`config.mk`:
```
export PLATFORM = sky130hd
export DESIGN_NAME = rail_supervisor
export DESIGN_NICKNAME = d
export VERILOG_FILES = /design/src/rtl/pg_pkg.sv /design/src/rtl/rail_sync.sv /design/src/rtl/rail_qual_timer.sv /design/src/rtl/rail_supervisor.sv
export SDC_FILE = /design/constraint.sdc
export NUM_CORES = 1
export LEC_CHECK = 0
export BUFFER_PORTS_ARGS = -buffer_cell sky130_fd_sc_hd__buf_4
export CORE_AREA = 5 5 102 104
export CTS_CLUSTER_SIZE = 14
export DETAILED_ROUTE_END_ITERATION = 8
export DIE_AREA = 0 0 107 109
export PLACE_DENSITY_LB_ADDON = 0.05
export SLEW_MARGIN = 20
export SYNTH_ARGS = -nofsm -noshare
export SYNTH_HDL_FRONTEND = slang
export SYNTH_SLANG_ARGS = --single-unit
export TNS_END_PERCENT = 5
```
`constraint.sdc`:
```
create_clock -name clk_i -period 4.6 [get_ports clk_i]
set_input_delay 0 -clock clk_i [delete_from_list [all_inputs] [get_ports clk_i]]
set_output_delay 0 -clock clk_i [all_outputs]
set_load 0.01 [all_outputs]
```
`src/rtl/pg_pkg.sv`:
```
package pg_pkg;

    // Delay targets in microseconds
    localparam longint EN_DELAY_US = 30;
    localparam longint PG_DELAY_US = 190_000;

    // Round a time up to whole clock cycles, minimum one cycle
    function automatic int us_to_cycles(input longint clk_hz, input longint us);
        longint c;
        c = (clk_hz * us + 64'd999_999) / 64'd1_000_000;
        if (c < 1) c = 1;
        return int'(c);
    endfunction

endpackage

```
`src/rtl/rail_sync.sv`:
```
module rail_sync #(
    parameter int W = 4
) (
    input  logic         clk_i,
    input  logic         rst_i,
    input  logic [W-1:0] d_i,
    output logic [W-1:0] q_o
);

    typedef struct packed {
        logic [W-1:0] s1;
        logic [W-1:0] s2;
    } sync_t;

    sync_t st_d, st_q;

    always_comb begin
        st_d    = st_q;
        st_d.s1 = d_i;
        st_d.s2 = st_q.s1;
    end

    always_ff @(posedge clk_i) begin
        if (rst_i) st_q <= '0;
        else       st_q <= st_d;
    end

    assign q_o = st_q.s2;

endmodule

```
`src/rtl/rail_qual_timer.sv`:
```
module rail_qual_timer #(
    parameter int DLY = 4
) (
    input  logic clk_i,
    input  logic rst_i,
    input  logic in_i,
    output logic done_o
);

    localparam int            CW    = $clog2(DLY + 1);
    localparam logic [CW-1:0] LIMIT = CW'(DLY);

    typedef struct packed {
        logic [CW-1:0] cnt;
        logic          done;
    } tmr_t;

    tmr_t st_d, st_q;

    always_comb begin
        st_d = st_q;
        if (!in_i) begin
            // any low sample drops the output and restarts the count
            st_d.cnt  = '0;
            st_d.done = 1'b0;
        end else if (st_q.cnt != LIMIT) begin
            st_d.cnt  = st_q.cnt + 1'b1;
            st_d.done = ((st_q.cnt + 1'b1) == LIMIT);
        end
    end

    always_ff @(posedge clk_i) begin
        if (rst_i) st_q <= '0;
        else       st_q <= st_d;
    end

    assign done_o = st_q.done;

    AST_DONE_NEEDS_FULL_COUNT: assert property (@(posedge clk_i) disable iff (rst_i)
        st_q.done |-> (st_q.cnt == LIMIT));

    AST_CNT_IN_RANGE: assert property (@(posedge clk_i) disable iff (rst_i)
        st_q.cnt <= LIMIT);

    AST_LOW_RESTARTS: assert property (@(posedge clk_i) disable iff (rst_i)
        !in_i |=> (st_q.cnt == '0) && !done_o);

endmodule

```
`src/rtl/rail_supervisor.sv`:
```
module rail_supervisor
    import pg_pkg::*;
#(
    parameter int CLK_HZ     = 200_000_000,
    parameter int NUM_RAILS  = 4,
    parameter bit SIM_FAST   = 1'b0,
    parameter int SIM_EN_CYC = 4,
    parameter int SIM_PG_CYC = 20
) (
    input  logic                 clk_i,
    input  logic                 rst_i,
    input  logic [NUM_RAILS-1:0] mon_i,
    output logic [NUM_RAILS-2:0] en_o,
    output logic                 pg_o
);

    localparam int NUM_EN = NUM_RAILS - 1;
    localparam int EN_CYC = SIM_FAST ? SIM_EN_CYC : us_to_cycles(CLK_HZ, EN_DELAY_US);
    localparam int PG_CYC = SIM_FAST ? SIM_PG_CYC : us_to_cycles(CLK_HZ, PG_DELAY_US);

    logic [NUM_RAILS-1:0] mon_s;
    logic                 all_good;

    rail_sync #(.W(NUM_RAILS)) u_sync (
        .clk_i (clk_i),
        .rst_i (rst_i),
        .d_i   (mon_i),
        .q_o   (mon_s)
    );

    assign all_good = &mon_s;

    generate
        for (genvar g = 0; g < NUM_EN; g++) begin : g_en
            rail_qual_timer #(.DLY(EN_CYC)) u_en (
                .clk_i  (clk_i),
                .rst_i  (rst_i),
                .in_i   (mon_s[g]),
                .done_o (en_o[g])
            );

            AST_EN_FALLS: assert property (@(posedge clk_i) disable iff (rst_i)
                !mon_s[g] |=> !en_o[g]);
        end
    endgenerate

    rail_qual_timer #(.DLY(PG_CYC)) u_pg (
        .clk_i  (clk_i),
        .rst_i  (rst_i),
        .in_i   (all_good),
        .done_o (pg_o)
    );

    AST_PG_FALLS: assert property (@(posedge clk_i) disable iff (rst_i)
        !all_good |=> !pg_o);

    AST_RESET_QUIET: assert property (@(posedge clk_i)
        rst_i |=> (en_o == '0) && !pg_o);

    generate
        if (PG_CYC >= EN_CYC) begin : g_pg_order
            AST_PG_NEEDS_ENABLES: assert property (@(posedge clk_i) disable iff (rst_i)
                pg_o |-> (&en_o));
        end
    endgenerate

endmodule

```
==> results of run 1 <==
[cell usage after synthesis (all sizes together), types with 5 or more instances]
master	number	area, µm²
xnor2	26	228
and3	8	55.1
nor2b	10	62.6
ha	9	113
dfxtp	77	1540
nor3	5	25.0
xor2	41	359
nor4	7	104
nand3	27	135
or4	6	45.0
inv	15	56.3
nand2b	8	50.1
nor2	85	322
nand2	35	131
a21oi	10	50.1
mux2i	5	50.1
buf	13	86.3
o21ai	8	40.0
clkbuf	15	57.6
nand4	23	165
[kinds of logic after synthesis]
group                    synth area share [%]
buffers and inverters                    4.92
multiplexers                             1.23
AND/OR/NAND/NOR                          32.9
AO/OA/AOI/OAI                            5.87
flip-flops                               37.9
XOR/XNOR                                 14.4
adder cells (fa/ha/maj)                  2.77
[routing by layer]
layer / vias up / track usage, % / routed length, µm
met5: - / 0 / 0
met1: 1495 / 19.0 / 3960
met3: 7 / 3.55 / 161
met4: 0 / 4.57 / 88
li1: 1656 / - / -
met2: 25 / 24.2 / 3710
[layout make-up]
class,count,area [µm²]
clock buffer,13,179
tap,114,143
timing repair buffer,18,155
inverter,15,56.3
sequential,77,1540
multi-input combinational,363,2330
clock inverter,3,65.1
fill,915,4990
[worst reg2reg max path, cell delays in order, from the launching register on]
cell and delay (ns):
dfxtp_1 0.38, inv_1 0.11, ha_1 0.14, nor4bb_1 0.26, and4b_1 0.23, nand4_1 0.14, nor4_4 0.44, nand2b_1 0.53
nor2_1 0.11
[path summary, 6_finish.rpt]
check	slack, ns	cells after the start	startpoint	endpoint
worst max-delay path	2.12	8	u_pg.st_q[1]	u_pg.st_q[12]
worst min register to register	0.43	1	u_sync.st_d[1]	u_sync.q_o[1]
worst max register to register	2.12	8	u_pg.st_q[1]	u_pg.st_q[12]
worst min-delay path	0.43	1	u_sync.st_d[1]	u_sync.q_o[1]
[layout by cell type, fill, tap and decap left out, types with 8 or more instances in the layout]
master,synthesis,routed
nor2_1,84,84
dfxtp_1,77,77
xor2_1,41,41
nand2_1,35,35
nand3_1,27,27
xnor2_1,26,26
nand4_1,21,21
inv_1,15,15
clkbuf_8,0,13
nor2b_1,10,10
a21oi_1,10,10
buf_4,6,10
ha_1,9,9
nand2b_1,8,8
o21ai_0,8,8
dlygate4sd3_1,0,8
[flip-flops by register name, indices dropped and copies added (netlist names)]
| name | cells |
|---|---|
| u_sync.st_d | 4 |
| g_en.u_en.done_o | 3 |
| u_pg.st_q | 26 |
| g_en.u_en.st_q | 39 |
| u_pg.done_o | 1 |
| u_sync.q_o | 4 |
[stage by stage]
step	util [%]	total power, mW	hold WS [ns]	cell area, µm²	worst slack (ns)
CTS	47.2	1.32	0.436	4470	2.15
global route	47.2	1.34	0.455	4470	1.89
detailed placement	43.8	0.703	0.231	4150	2.17
global placement	43.8	0.703	0.211	4150	2.29
finish	47.2	1.30	0.434	4470	2.12
floorplan	-	0.697	0.128	4070	2.54
[where the power goes]
| group | leakage [nW] | switching (mW) | internal, mW |
|---|---|---|---|
| sequential | 0.622 | 0.00214 | 0.670 |
| combinational | 0.741 | 0.00842 | 0.0116 |
| clock | 0.126 | 0.239 | 0.364 |
| total | 1.49 | 0.250 | 1.05 |
[timing repair]
action / in CTS / in global routing
hold buffers: 8 / 0
gates resized for setup: 0 / 0
endpoints found under the hold margin: 8 / 0
==> impl_results.md, run 1 <==
- Status: complete, no violations
- Worst setup EP type: flop
- # setup viols final: 0
- Gpl congestion: 0.773
- Port Buf Inserts: 9
- Worst path cell trace: inv_1, ha_1, nor4bb_1, and4b_1, nand4_1, nor4_4, nand2b_1, nor2_1
- Tmin final: 2.48 ns
- Vias per cell: 5.28
- CTS Sinks: 77
- Post-synth EDFFs: 0
- Top Ports: 10
- Power per standard cell area: 290 mW/mm²
- IR drop worst, VDD: 0.167 mV
- Data arrival, critical path: 2.69 ns
- Die width: 107 µm
- CP max stage cell: nand2b_1
- Crit start category: flop
- Largest net degree at the start of global routing: 16
- Row Count: 36
- Lkg Pwr: 1.49 nW
- Syn_nets: 498
- First-pass GRT wire length: 13900 µm
- Placed insts: 579
- Achievable frequency: 404 MHz
- Worst Path Required: 4.81 ns
- Post-DP HPWL: 5580 µm
- CP Buf/Inv Count: 1
- Yosys warnings: 0
- Setup TNS: 0 ns
- Layout Cells excl Fill: 603
- Wirelength per Cell: 13.1 µm
- Slew headroom: 61.7%
- Root buffer cell: clkbuf_8
- Cell family with most CP delay: simple AND/OR/NAND/NOR gates
- Crit share post-route: 53.8%
- Global route overflow: 0
- Total CTS buffers: 9
- Yosys reg bits: 77
- Number of routed nets with antenna violations: 0
- Drt initial violations: 82
- DIE AREA: 0.0117 mm²
- Final net count: 499
- Vias: 3183
- ANT cells: 0
- Worst-skew pair later-pin latency: 0.34 ns
- Slowest stage delay, CP: 0.53 ns
- DRC violations left: 0
- Initial antenna violation count: 0
- Worst hold path type: flop to flop
- Final WL: 7920 µm
- Vias in the first global route: 3013
- CTS tree: done
- Unique masters post-synth: 53
- Clock Pin Slew Worst Setup and Hold Paths: 0.08 ns
- Seq/Total Area, Yosys: 37.9%
- Post-Syn Instances: 483
- H-tree levels: 3
- Async SR Flop Fraction: 0%
- Max cap viols: 0
- Synthesized cell area: 0.00407 mm²
- Total Routing Usage GR: 14.6%
- Die height: 109 µm
- Share of cells above drive strength 1: 7.98%
- Skew final: 0.0122 ns
- Post-CTS setup buffer count: 0
- Crit path max fanout: 13
- Mean Syn Cell Area: 8.43 µm²
- Clk buf depth: 2
- Top_reg_cell synth: dfxtp_1
- Worst-margin pin slew: 0.575 ns
- Initial Util: 43.0%
- RSZ-0062 raised after global routing: false
- First drt pass iteration count: 4
- Max Slew Vio Count: 0
- Hold Vio Cnt, Final: 0
- Area delta synth->final: 9.77%
- Crit path kind: flop to flop
- Core area: 0.00946 mm²
(Power assumes the default switching activity.)
==> run 2, diff against run 1 <==
Clock period 4.6 ns to 2.6 ns, I/O delays scaled along.
==> run 2 against run 1 <==
Via count is 0.47% lower. Combinational power is 82% higher. Fmax up 8.3%. Largest cell class unchanged. Critical path type unchanged.
==> impl_results.md, run 2 (synthesized netlist as in run 1, its figures left out) <==
- ANT cells: 0
- Slew headroom: 64.2%
- Min-delay src: rst_i
- Power per standard cell area: 491 mW/mm²
- Final WL: 8130 µm
- Combinational power share: 1.7%
- Max Slew Vio Count: 0
- Setup ws final: 0.313 ns
- Vias per cell: 5.20
- Lkg Pwr: 1.50 nW
- Seq pwr share: 53.9%
- Worst-skew pair later-pin latency: 0.35 ns
- Crit path kind: flop to flop
- Wirelength per Cell: 13.4 µm
- Clock power frac: 44.4%
- Initial Util: 43.0%
- Die width: 107 µm
- H-tree levels: 3
- Final net count: 505
- Vias: 3168
- Most common cell after layout, fill and taps aside: nor2_1
- Hold Vio Cnt, Final: 0
- Post-CTS setup buffer count: 0
- Post-layout util: 47.4%
- Crit. Startpoint: u_pg.st_q[1]
- Setup TNS: 0 ns
- Worst-margin pin slew: 0.533 ns
- Net Sw Power: 492 µW
- Tmin final: 2.29 ns
- Worst path cell trace: inv_1, ha_1, nor4bb_1, and4b_1, nand4_1, nor4_4, nand2b_1, buf_4, nor2_1
- Total CTS buffers: 9
- Post-DP HPWL: 5800 µm
- Most flops, register: g_en.u_en.st_q
- Cell family with most CP delay: simple AND/OR/NAND/NOR gates
- Net Sw Frac: 22.3%
- Worst r2r src: u_pg.st_q[1]
- Number of flip-flops under the largest register name: 39
- Die height: 109 µm
- Data arrival, critical path: 2.52 ns
- First-pass GRT wire length: 14000 µm
- Crit share post-route: 88.0%
- Global route overflow: 0
- Internal power: 1.71 mW
- Pre-CTS setup slack: 0.310 ns
- Most frequent cells in the layout: nor2_1, dfxtp_1, xor2_1, nand2_1, nand3_1
- Worst Path Required: 2.83 ns
- Number of routed nets with antenna violations: 0
- Worst setup EP type: flop
- DRC violations left: 0
- IR drop worst, VDD: 0.263 mV
- Status: complete, no violations
- Share of cells above drive strength 1: 8.89%
- CTS tree: done
- Crit start category: flop
- Gpl congestion: 0.821
- Area delta synth->final: 10.2%
- Clk buf depth: 2
- Max cap viols: 0
- Drt initial violations: 91
- Top Ports: 10
- Clock Pin Slew Worst Setup and Hold Paths: 0.10 ns
- # setup viols final: 0
- CP Buf/Inv Count: 2
- Slowest stage delay, CP: 0.44 ns
- Crit path max fanout: 7
- First drt pass iteration count: 4
- DIE AREA: 0.0117 mm²
- CTS Sinks: 77
- Worst hold path type: primary input to flop
- Port Buf Inserts: 9
- RSZ-0062 raised after global routing: false
- Root buffer cell: clkbuf_8
- Skew final: 0.0174 ns
- Initial antenna violation count: 0
- Total Routing Usage GR: 14.9%
- CP max stage cell: nor4_4
- Core area: 0.00946 mm²
- Row Count: 36
- Biggest regs: g_en.u_en.st_q: 39 flops, u_pg.st_q: 26 flops
- Achievable frequency: 437 MHz
- Largest net degree at the start of global routing: 15
- Vias in the first global route: 2944
-- run 2: worst paths after layout --
| kind | endpoint | slack (ns) | depth (start not counted) |
|---|---|---|---|
| hold / removal | u_sync.q_o[0] | 0.44 | 3 |
| setup / recovery | u_pg.st_q[3] | 0.31 | 9 |
| hold reg to reg | u_sync.q_o[1] | 0.45 | 1 |
| setup reg to reg | u_pg.st_q[3] | 0.31 | 9 |
-- run 2: layout make-up --
| class | instances | area, µm² |
|---|---|---|
| Clock buffer | 11 | 151 |
| Clock inverter | 5 | 63.8 |
| Fill cell | 920 | 4970 |
| Inverter | 15 | 56.3 |
| Multi-Input combinational cell | 363 | 2330 |
| Sequential cell | 77 | 1540 |
| Tap cell | 114 | 143 |
| Timing Repair Buffer | 24 | 203 |
-- run 2: worst min-delay path, delay by kind of cell --
family	cells	cell delay, ns
simple gates	1	0.05
buf+inv	2	0.70
-- run 2: what timing repair did --
action | in CTS | in global routing
hold buffers | 9 | 0
setup endpoints to repair | 0 | 0
endpoints found under the hold margin | 8 | 0
gates resized for setup | 0 | 0
-- run 2: power by group through the flow --
stage               Sequential [mW]  Clock [mW]  Combinational (mW)
floorplan                      1.22           0              0.0165
global route                   1.19        1.06              0.0410
detailed placement             1.22           0              0.0262
finish                         1.19       0.980              0.0365
global placement               1.22           0              0.0259
CTS                            1.19        1.02              0.0368
-- run 2: per-layer routing --
layer,part of all wire (%),vias up,GRT usage [%]
met5,0,-,0
met2,46,34,24.0
li1,-,1662,-
met4,0.70,0,4.66
met1,51,1468,20.0
met3,2.3,4,3.20
-- run 2: metrics by stage --
step	std cells	hold WS [ns]	instance area (µm²)	total power, mW
6_report	609	0.441	4490	2.21
4_1_cts	609	0.422	4490	2.24
3_3_place_gp	584	0.211	4180	1.24
5_1_grt	609	0.469	4490	2.29
2_1_floorplan	483	0.128	4070	1.23
3_5_place_dp	584	0.225	4180	1.24
